$ cat config.mk
export PLATFORM = sky130hd
export DESIGN_NAME = iss_issue_ctl
export DESIGN_NICKNAME = d
export VERILOG_FILES = /design/src/rtl/iss_pkg.sv /design/src/rtl/iss_scoreboard.sv /design/src/rtl/iss_hazard.sv /design/src/rtl/iss_select.sv /design/src/rtl/iss_issue_ctl.sv
export SDC_FILE = /design/constraint.sdc
export NUM_CORES = 1
export LEC_CHECK = 0
export CORE_ASPECT_RATIO = 1.75
export CORE_MARGIN = 8
export CORE_UTILIZATION = 40
export DETAILED_ROUTE_END_ITERATION = 10
export GPL_TIMING_DRIVEN = 0
export PLACE_DENSITY_LB_ADDON = 0.05
export SLEW_MARGIN = 10
export SYNTH_ARGS = -nofsm -noshare
export SYNTH_HDL_FRONTEND = slang
export SYNTH_SLANG_ARGS = --single-unit
$ cat constraint.sdc
create_clock -name clk -period 3.69 [get_ports clk]
set_input_delay 0.369 -clock clk [delete_from_list [all_inputs] [get_ports clk]]
set_output_delay 0.369 -clock clk [all_outputs]
set_load 0.03 [all_outputs]
$ cat src/rtl/iss_pkg.sv
package iss_pkg;
    parameter int unsigned SLOTS    = 3;
    parameter int unsigned NREGS    = 32;
    parameter int unsigned WB_PORTS = 2;

    localparam int unsigned RIDX_W = $clog2(NREGS);
    localparam int unsigned CNT_W  = $clog2(SLOTS + 1);

    typedef logic [RIDX_W-1:0] ridx_t;

    typedef struct packed {
        logic  vld;
        ridx_t rs1;
        ridx_t rs2;
        ridx_t rd;
        logic  wr;
    } slot_t;

    // True when the slot reads register r; register 0 is never a real source
    function automatic logic slot_reads(slot_t s, ridx_t r);
        return (r != '0) && ((s.rs1 == r) || (s.rs2 == r));
    endfunction

    // Destination actually written (nonzero index with write flag)
    function automatic logic slot_writes(slot_t s);
        return s.wr && (s.rd != '0);
    endfunction
endpackage

$ cat src/rtl/iss_scoreboard.sv
module iss_scoreboard
    import iss_pkg::*;
#(
    parameter int unsigned N_SET = SLOTS,
    parameter int unsigned N_CLR = WB_PORTS
) (
    input  logic                        clk,
    input  logic                        rst,
    input  logic [N_SET-1:0]            set_vld,
    input  logic [N_SET-1:0][RIDX_W-1:0] set_reg,
    input  logic [N_CLR-1:0]            clr_vld,
    input  logic [N_CLR-1:0][RIDX_W-1:0] clr_reg,
    output logic [NREGS-1:0]            pend
);
    logic [NREGS-1:0] set_vec;
    logic [NREGS-1:0] clr_vec;

    always_comb begin
        set_vec = '0;
        clr_vec = '0;
        for (int s = 0; s < int'(N_SET); s++) begin
            if (set_vld[s]) set_vec[set_reg[s]] = 1'b1;
        end
        for (int c = 0; c < int'(N_CLR); c++) begin
            if (clr_vld[c]) clr_vec[clr_reg[c]] = 1'b1;
        end
        set_vec[0] = 1'b0;
    end

    // Set wins over a clear of the same register in the same cycle
    always_ff @(posedge clk) begin
        if (rst) pend <= '0;
        else     pend <= (pend & ~clr_vec) | set_vec;
    end
endmodule

$ cat src/rtl/iss_hazard.sv
module iss_hazard
    import iss_pkg::*;
#(
    parameter int unsigned N = SLOTS
) (
    input  slot_t [N-1:0]     slots,
    input  logic  [N-1:0]     cand,
    input  logic  [NREGS-1:0] pend,
    output logic  [N-1:0]     haz
);
    for (genvar i = 0; i < int'(N); i++) begin : g_slot
        logic infl;
        logic intra;

        always_comb begin
            infl = ((slots[i].rs1 != '0) && pend[slots[i].rs1])
                || ((slots[i].rs2 != '0) && pend[slots[i].rs2])
                || (slot_writes(slots[i]) && pend[slots[i].rd]);
            intra = 1'b0;
            for (int j = 0; j < i; j++) begin
                if (cand[j] && slot_writes(slots[j])) begin
                    if (slot_reads(slots[i], slots[j].rd)) intra = 1'b1;
                    if (slot_writes(slots[i]) && (slots[i].rd == slots[j].rd)) intra = 1'b1;
                end
            end
        end

        assign haz[i] = infl | intra;
    end
endmodule

$ cat src/rtl/iss_select.sv
module iss_select
    import iss_pkg::*;
#(
    parameter int unsigned N = SLOTS
) (
    input  logic [N-1:0]     cand,
    input  logic [N-1:0]     haz,
    output logic [N-1:0]     fire,
    output logic [CNT_W-1:0] count
);
    logic blocked;

    always_comb begin
        blocked = 1'b0;
        fire    = '0;
        count   = '0;
        for (int i = 0; i < int'(N); i++) begin
            if (cand[i]) begin
                if (blocked || haz[i]) blocked = 1'b1;
                else                   fire[i] = 1'b1;
            end
        end
        for (int i = 0; i < int'(N); i++) begin
            count = count + CNT_W'(fire[i]);
        end
    end
endmodule

$ cat src/rtl/iss_issue_ctl.sv
module iss_issue_ctl
    import iss_pkg::*;
(
    input  logic                          clk,
    input  logic                          rst,
    input  logic                          pkt_valid,
    output logic                          pkt_ready,
    input  logic [SLOTS-1:0]              in_vld,
    input  logic [SLOTS-1:0][RIDX_W-1:0]  in_rs1,
    input  logic [SLOTS-1:0][RIDX_W-1:0]  in_rs2,
    input  logic [SLOTS-1:0][RIDX_W-1:0]  in_rd,
    input  logic [SLOTS-1:0]              in_wr,
    input  logic [WB_PORTS-1:0]           wb_vld,
    input  logic [WB_PORTS-1:0][RIDX_W-1:0] wb_reg,
    output logic [SLOTS-1:0]              iss_fire,
    output logic [CNT_W-1:0]              iss_count,
    output logic [NREGS-1:0]              pend_mask
);
    slot_t [SLOTS-1:0] slots;
    logic  [SLOTS-1:0] done_q;
    logic  [SLOTS-1:0] cand;
    logic  [SLOTS-1:0] haz;
    logic  [SLOTS-1:0] set_vld;

    for (genvar i = 0; i < int'(SLOTS); i++) begin : g_pack
        assign slots[i] = '{vld: in_vld[i], rs1: in_rs1[i], rs2: in_rs2[i],
                            rd: in_rd[i], wr: in_wr[i]};
    end

    assign cand      = pkt_valid ? (in_vld & ~done_q) : '0;
    assign pkt_ready = (iss_fire == cand);
    assign set_vld   = iss_fire & in_wr;

    iss_scoreboard #(.N_SET(SLOTS), .N_CLR(WB_PORTS)) u_sb (
        .clk     (clk),
        .rst     (rst),
        .set_vld (set_vld),
        .set_reg (in_rd),
        .clr_vld (wb_vld),
        .clr_reg (wb_reg),
        .pend    (pend_mask)
    );

    iss_hazard #(.N(SLOTS)) u_haz (
        .slots (slots),
        .cand  (cand),
        .pend  (pend_mask),
        .haz   (haz)
    );

    iss_select #(.N(SLOTS)) u_sel (
        .cand  (cand),
        .haz   (haz),
        .fire  (iss_fire),
        .count (iss_count)
    );

    // Progress through the held packet
    always_ff @(posedge clk) begin
        if (rst)                          done_q <= '0;
        else if (pkt_valid && pkt_ready)  done_q <= '0;
        else if (pkt_valid)               done_q <= done_q | iss_fire;
    end
endmodule

==> results.py <==
metrics = {
    "status": {
        "outcome": "complete, but fails checks",
        "violations": "setup timing",
    },
    "yosys": {
        "synth_area_mm2": 0.00600,
        "synth-edff-count": 0,
        "yosys.area.top_type_share_pct": 15.0,
        "synth.area.top_cells": "mux4_2 15%, dfxtp_1 12%, mux2i_1 9.7%, nor3b_1 4.0%, o22ai_1 3.8%",
        "ys_ff_latch": 35,
        "yosysMostFrequentCell": "mux2i_1",
        "async_flop_share_pct": 0,
        "syn-instance-count": 725,
        "ys_warn_count": 0,
        "yosysSeqAreaShare_pct": 11.7,
        "synth_common_cells": "58 x mux2i_1, 44 x clkbuf_1, 40 x mux4_2",
        "synth_top_flop_cell": "dfxtp_1",
        "yosysUniqueCellTypes": 74,
        "mappedNetlistNets": 792,
        "synth.avg_cell_area_um2": 8.28,
        "yosys.area.top_type": "mux4_2",
    },
    "global_routing": {
        "track_usage_pct": 32.0,
        "grt_antenna_before_repair": 0,
        "grt_pass1_vias": 7330,
        "globalRouteOverflowTotal": 0,
        "grt_start_max_net_pins": 14,
        "grt_pass1_wl_um": 45800,
    },
    "critical_path": {
        "reg2reg_from": "u_sb.pend[18]",
        "r2r-end": "u_sb.pend[28]",
        "reg2reg_slack_ns": 0.18,
        "max_stage_delay_ns": 0.56,
        "timing.critical_path.buf_inv": 2,
        "arrival_ns": 3.35,
        "worstRegToRegCells": 13,
        "path_delay_family": "simple AND/OR/NAND/NOR gates",
        "cp_max_fo": 3,
        "end_kind": "output port",
        "worst_path_max_delay_cell": "or4_4",
        "critPathKind": "in2out",
        "critical_path_required_ns": 3.32,
        "startpoint_type": "primary input",
        "worstPathCellList": "buf_8 -> or4_4 -> o21ai_4 -> nor4_2 -> o311ai_2 -> nand4_1 -> or3b_4 -> nor3_4 -> fa_1 -> buf_6",
    },
    "place": {
        "routabilityCongestion": 1.00,
        "pre_cts_ws_ns": -1.54,
        "dp_hpwl_um": 22800,
        "placedCellCount": 995,
        "place.port_buffers": 87,
    },
    "clock_tree": {
        "cts_root_buffer": "clkbuf_16",
        "cts_tree": "yes",
        "insertion_delay_ns": 0.28,
        "clockBufferDepth": 2,
        "htreeDepth": 2,
        "clkTransAtPathRegs_ns": 0.05,
        "cts_buffers": 5,
        "hold_buffers": 0,
        "cts_sinks": 35,
    },
    "sta": {
        "period_needed_ns": 3.72,
        "finalHoldViolCount": 0,
        "slew_viol_final": 0,
        "final.period_utilization_pct": 101,
        "setup_viol": 1,
        "rsz0062_at_grt": "true",
        "relSlewSlack_pct": 29.4,
        "finalClockSkew_ns": 0.00713,
        "worst_pin_slew_ns": 1.06,
        "setup_slack_ns": -0.0339,
        "timing.fmax_ghz": 0.269,
        "hold_ws_ns": 0.469,
    },
    "power_and_ir_drop": {
        "ir_drop_uv": 234,
        "p_per_area_mw_per_mm2": 189,
        "power_mw": 1.53,
        "leakagePower_nw": 2.97,
    },
    "cells_and_area": {
        "syn2layout_area_growth_pct": 34.5,
        "n_antenna_cell": 0,
        "seq_area_um2": 766,
        "multi_input_area_mm2": 0.00508,
        "instances_no_fill": 1039,
        "finalNetCount": 922,
        "fill_cells": 1375,
        "drive_above_1_share_pct": 28.0,
    },
    "routing": {
        "wl_um": 32200,
        "wl_per_cell_um": 31.0,
        "drt_iter0_drc": 687,
        "drcViolationCount": 0,
        "firstDrtPassIters": 5,
        "detail-route-antenna-nets": 0,
        "vias": 7303,
        "viasPerCell": 7.03,
    },
    "worst_hold_path": {
        "min_path_type": "reg2reg",
        "min-delay-start": "done_q[2]",
        "holdPathEnd": "done_q[2]",
        "holdPathStages": 2,
    },
    "floorplan": {
        "num_rows": 59,
        "initial_core_util_pct": 40.7,
        "io_pins": 104,
        "dieArea_mm2": 0.0193,
        "coreArea_mm2": 0.0148,
        "die_h_um": 178,
        "dieWidth_um": 109,
    },
    "job": {
        "maxCapViolations": 0,
    },
}
==> kinds of logic (layout without fill, tap and decap cells) <==
logic type                 after synthesis  in the layout  synth area share, %
DFF                                     35             35                 11.7
AOI/OAI and AO/OA                      199            199                 24.3
muxes                                  111            111                 27.1
buffers and inverters                   94            225                 6.77
and+or+nand+nor                        240            240                 23.3
xor gates and xnor gates                45             45                 6.56
adders and majority gates                1              1                0.333
==> flip-flops by register name, indices dropped and copies added (netlist names) <==
name and cells:
u_sb.pend 32, done_q 3
==> area by class of cell <==
type	count	share of cell area [%]
Buffer	56	5.13
Clock inverter	3	0.573
Sequential cell	35	9.48
Multi-Input combinational cell	596	62.9
Tap cell	183	2.84
Inverter	16	0.744
Clock buffer	5	1.55
Timing Repair Buffer	145	16.8
==> per-layer routing <==
| metal | vias to the layer above | part of all wire (%) | global-route usage [%] |
|---|---|---|---|
| met1 | 3505 | 34 | 34.7 |
| li1 | 3115 | - | - |
| met2 | 519 | 49 | 54.0 |
| met4 | 0 | 9.1 | 25.4 |
| met5 | - | 0 | 0 |
| met3 | 164 | 8.1 | 4.81 |
==> worst max-delay path by stage <==
stage,startpoint,end,cells after the start
after floorplan,in_rs2[5],iss_count[0],9
after global placement,in_rd[11],iss_count[0],10
after detailed placement,in_rd[11],iss_count[0],10
after CTS,in_rd[6],iss_count[0],11
after global routing,in_rd[10],iss_count[0],10
final,in_rd[10],iss_count[0],10
==> worst reg2reg max path, delay by kind of cell (launching register included) <==
family | cells | cell delay [ns]
AOI/OAI and AO/OA | 4 | 1.10
buffers and inverters | 6 | 0.86
DFF | 1 | 0.47
muxes | 2 | 0.84
and+or+nand+nor | 1 | 0.17
==> stage by stage <==
step | setup TNS (ns) | area (um^2) | utilization, %
after floorplan | 0 | 6030 | -
after global placement | -21.12 | 7130 | 48.3
after detailed placement | -20.00 | 7130 | 48.3
after CTS | -0.410 | 7600 | 51.5
after global routing | -0.0823 | 8070 | 54.7
final | -0.0339 | 8070 | 54.7
==> layout by cell type, fill, tap and decap left out, types with 21 or more instances in the layout <==
| cell | netlist | routed |
|---|---|---|
| buf_4 | 4 | 54 |
| clkdlybuf4s50_1 | 0 | 62 |
| mux2i_1 | 58 | 57 |
| mux4_2 | 40 | 40 |
| nand2_1 | 37 | 35 |
| nand3_1 | 22 | 22 |
| nor2_1 | 30 | 29 |
| nor3b_1 | 32 | 30 |
| o22ai_1 | 36 | 36 |
| xnor2_1 | 24 | 24 |
| xor2_1 | 21 | 21 |
==> power breakdown <==
group | leakage [nW] | internal, mW | total (mW) | switching, mW
sequential | 0.301 | 0.375 | 0.391 | 0.0163
clock | 0.0804 | 0.321 | 0.495 | 0.174
combinational | 2.59 | 0.283 | 0.641 | 0.359
==> repair_timing <==
| item | 4_1_cts | 5_1_grt |
|---|---|---|
| resized for setup | 89 | 107 |
| cloned | 2 | 5 |
| endpoints found under the setup margin | 39 | 36 |
| pin swaps | 7 | 15 |
| buffers inserted | 23 | 30 |
(Power assumes the default switching activity.)
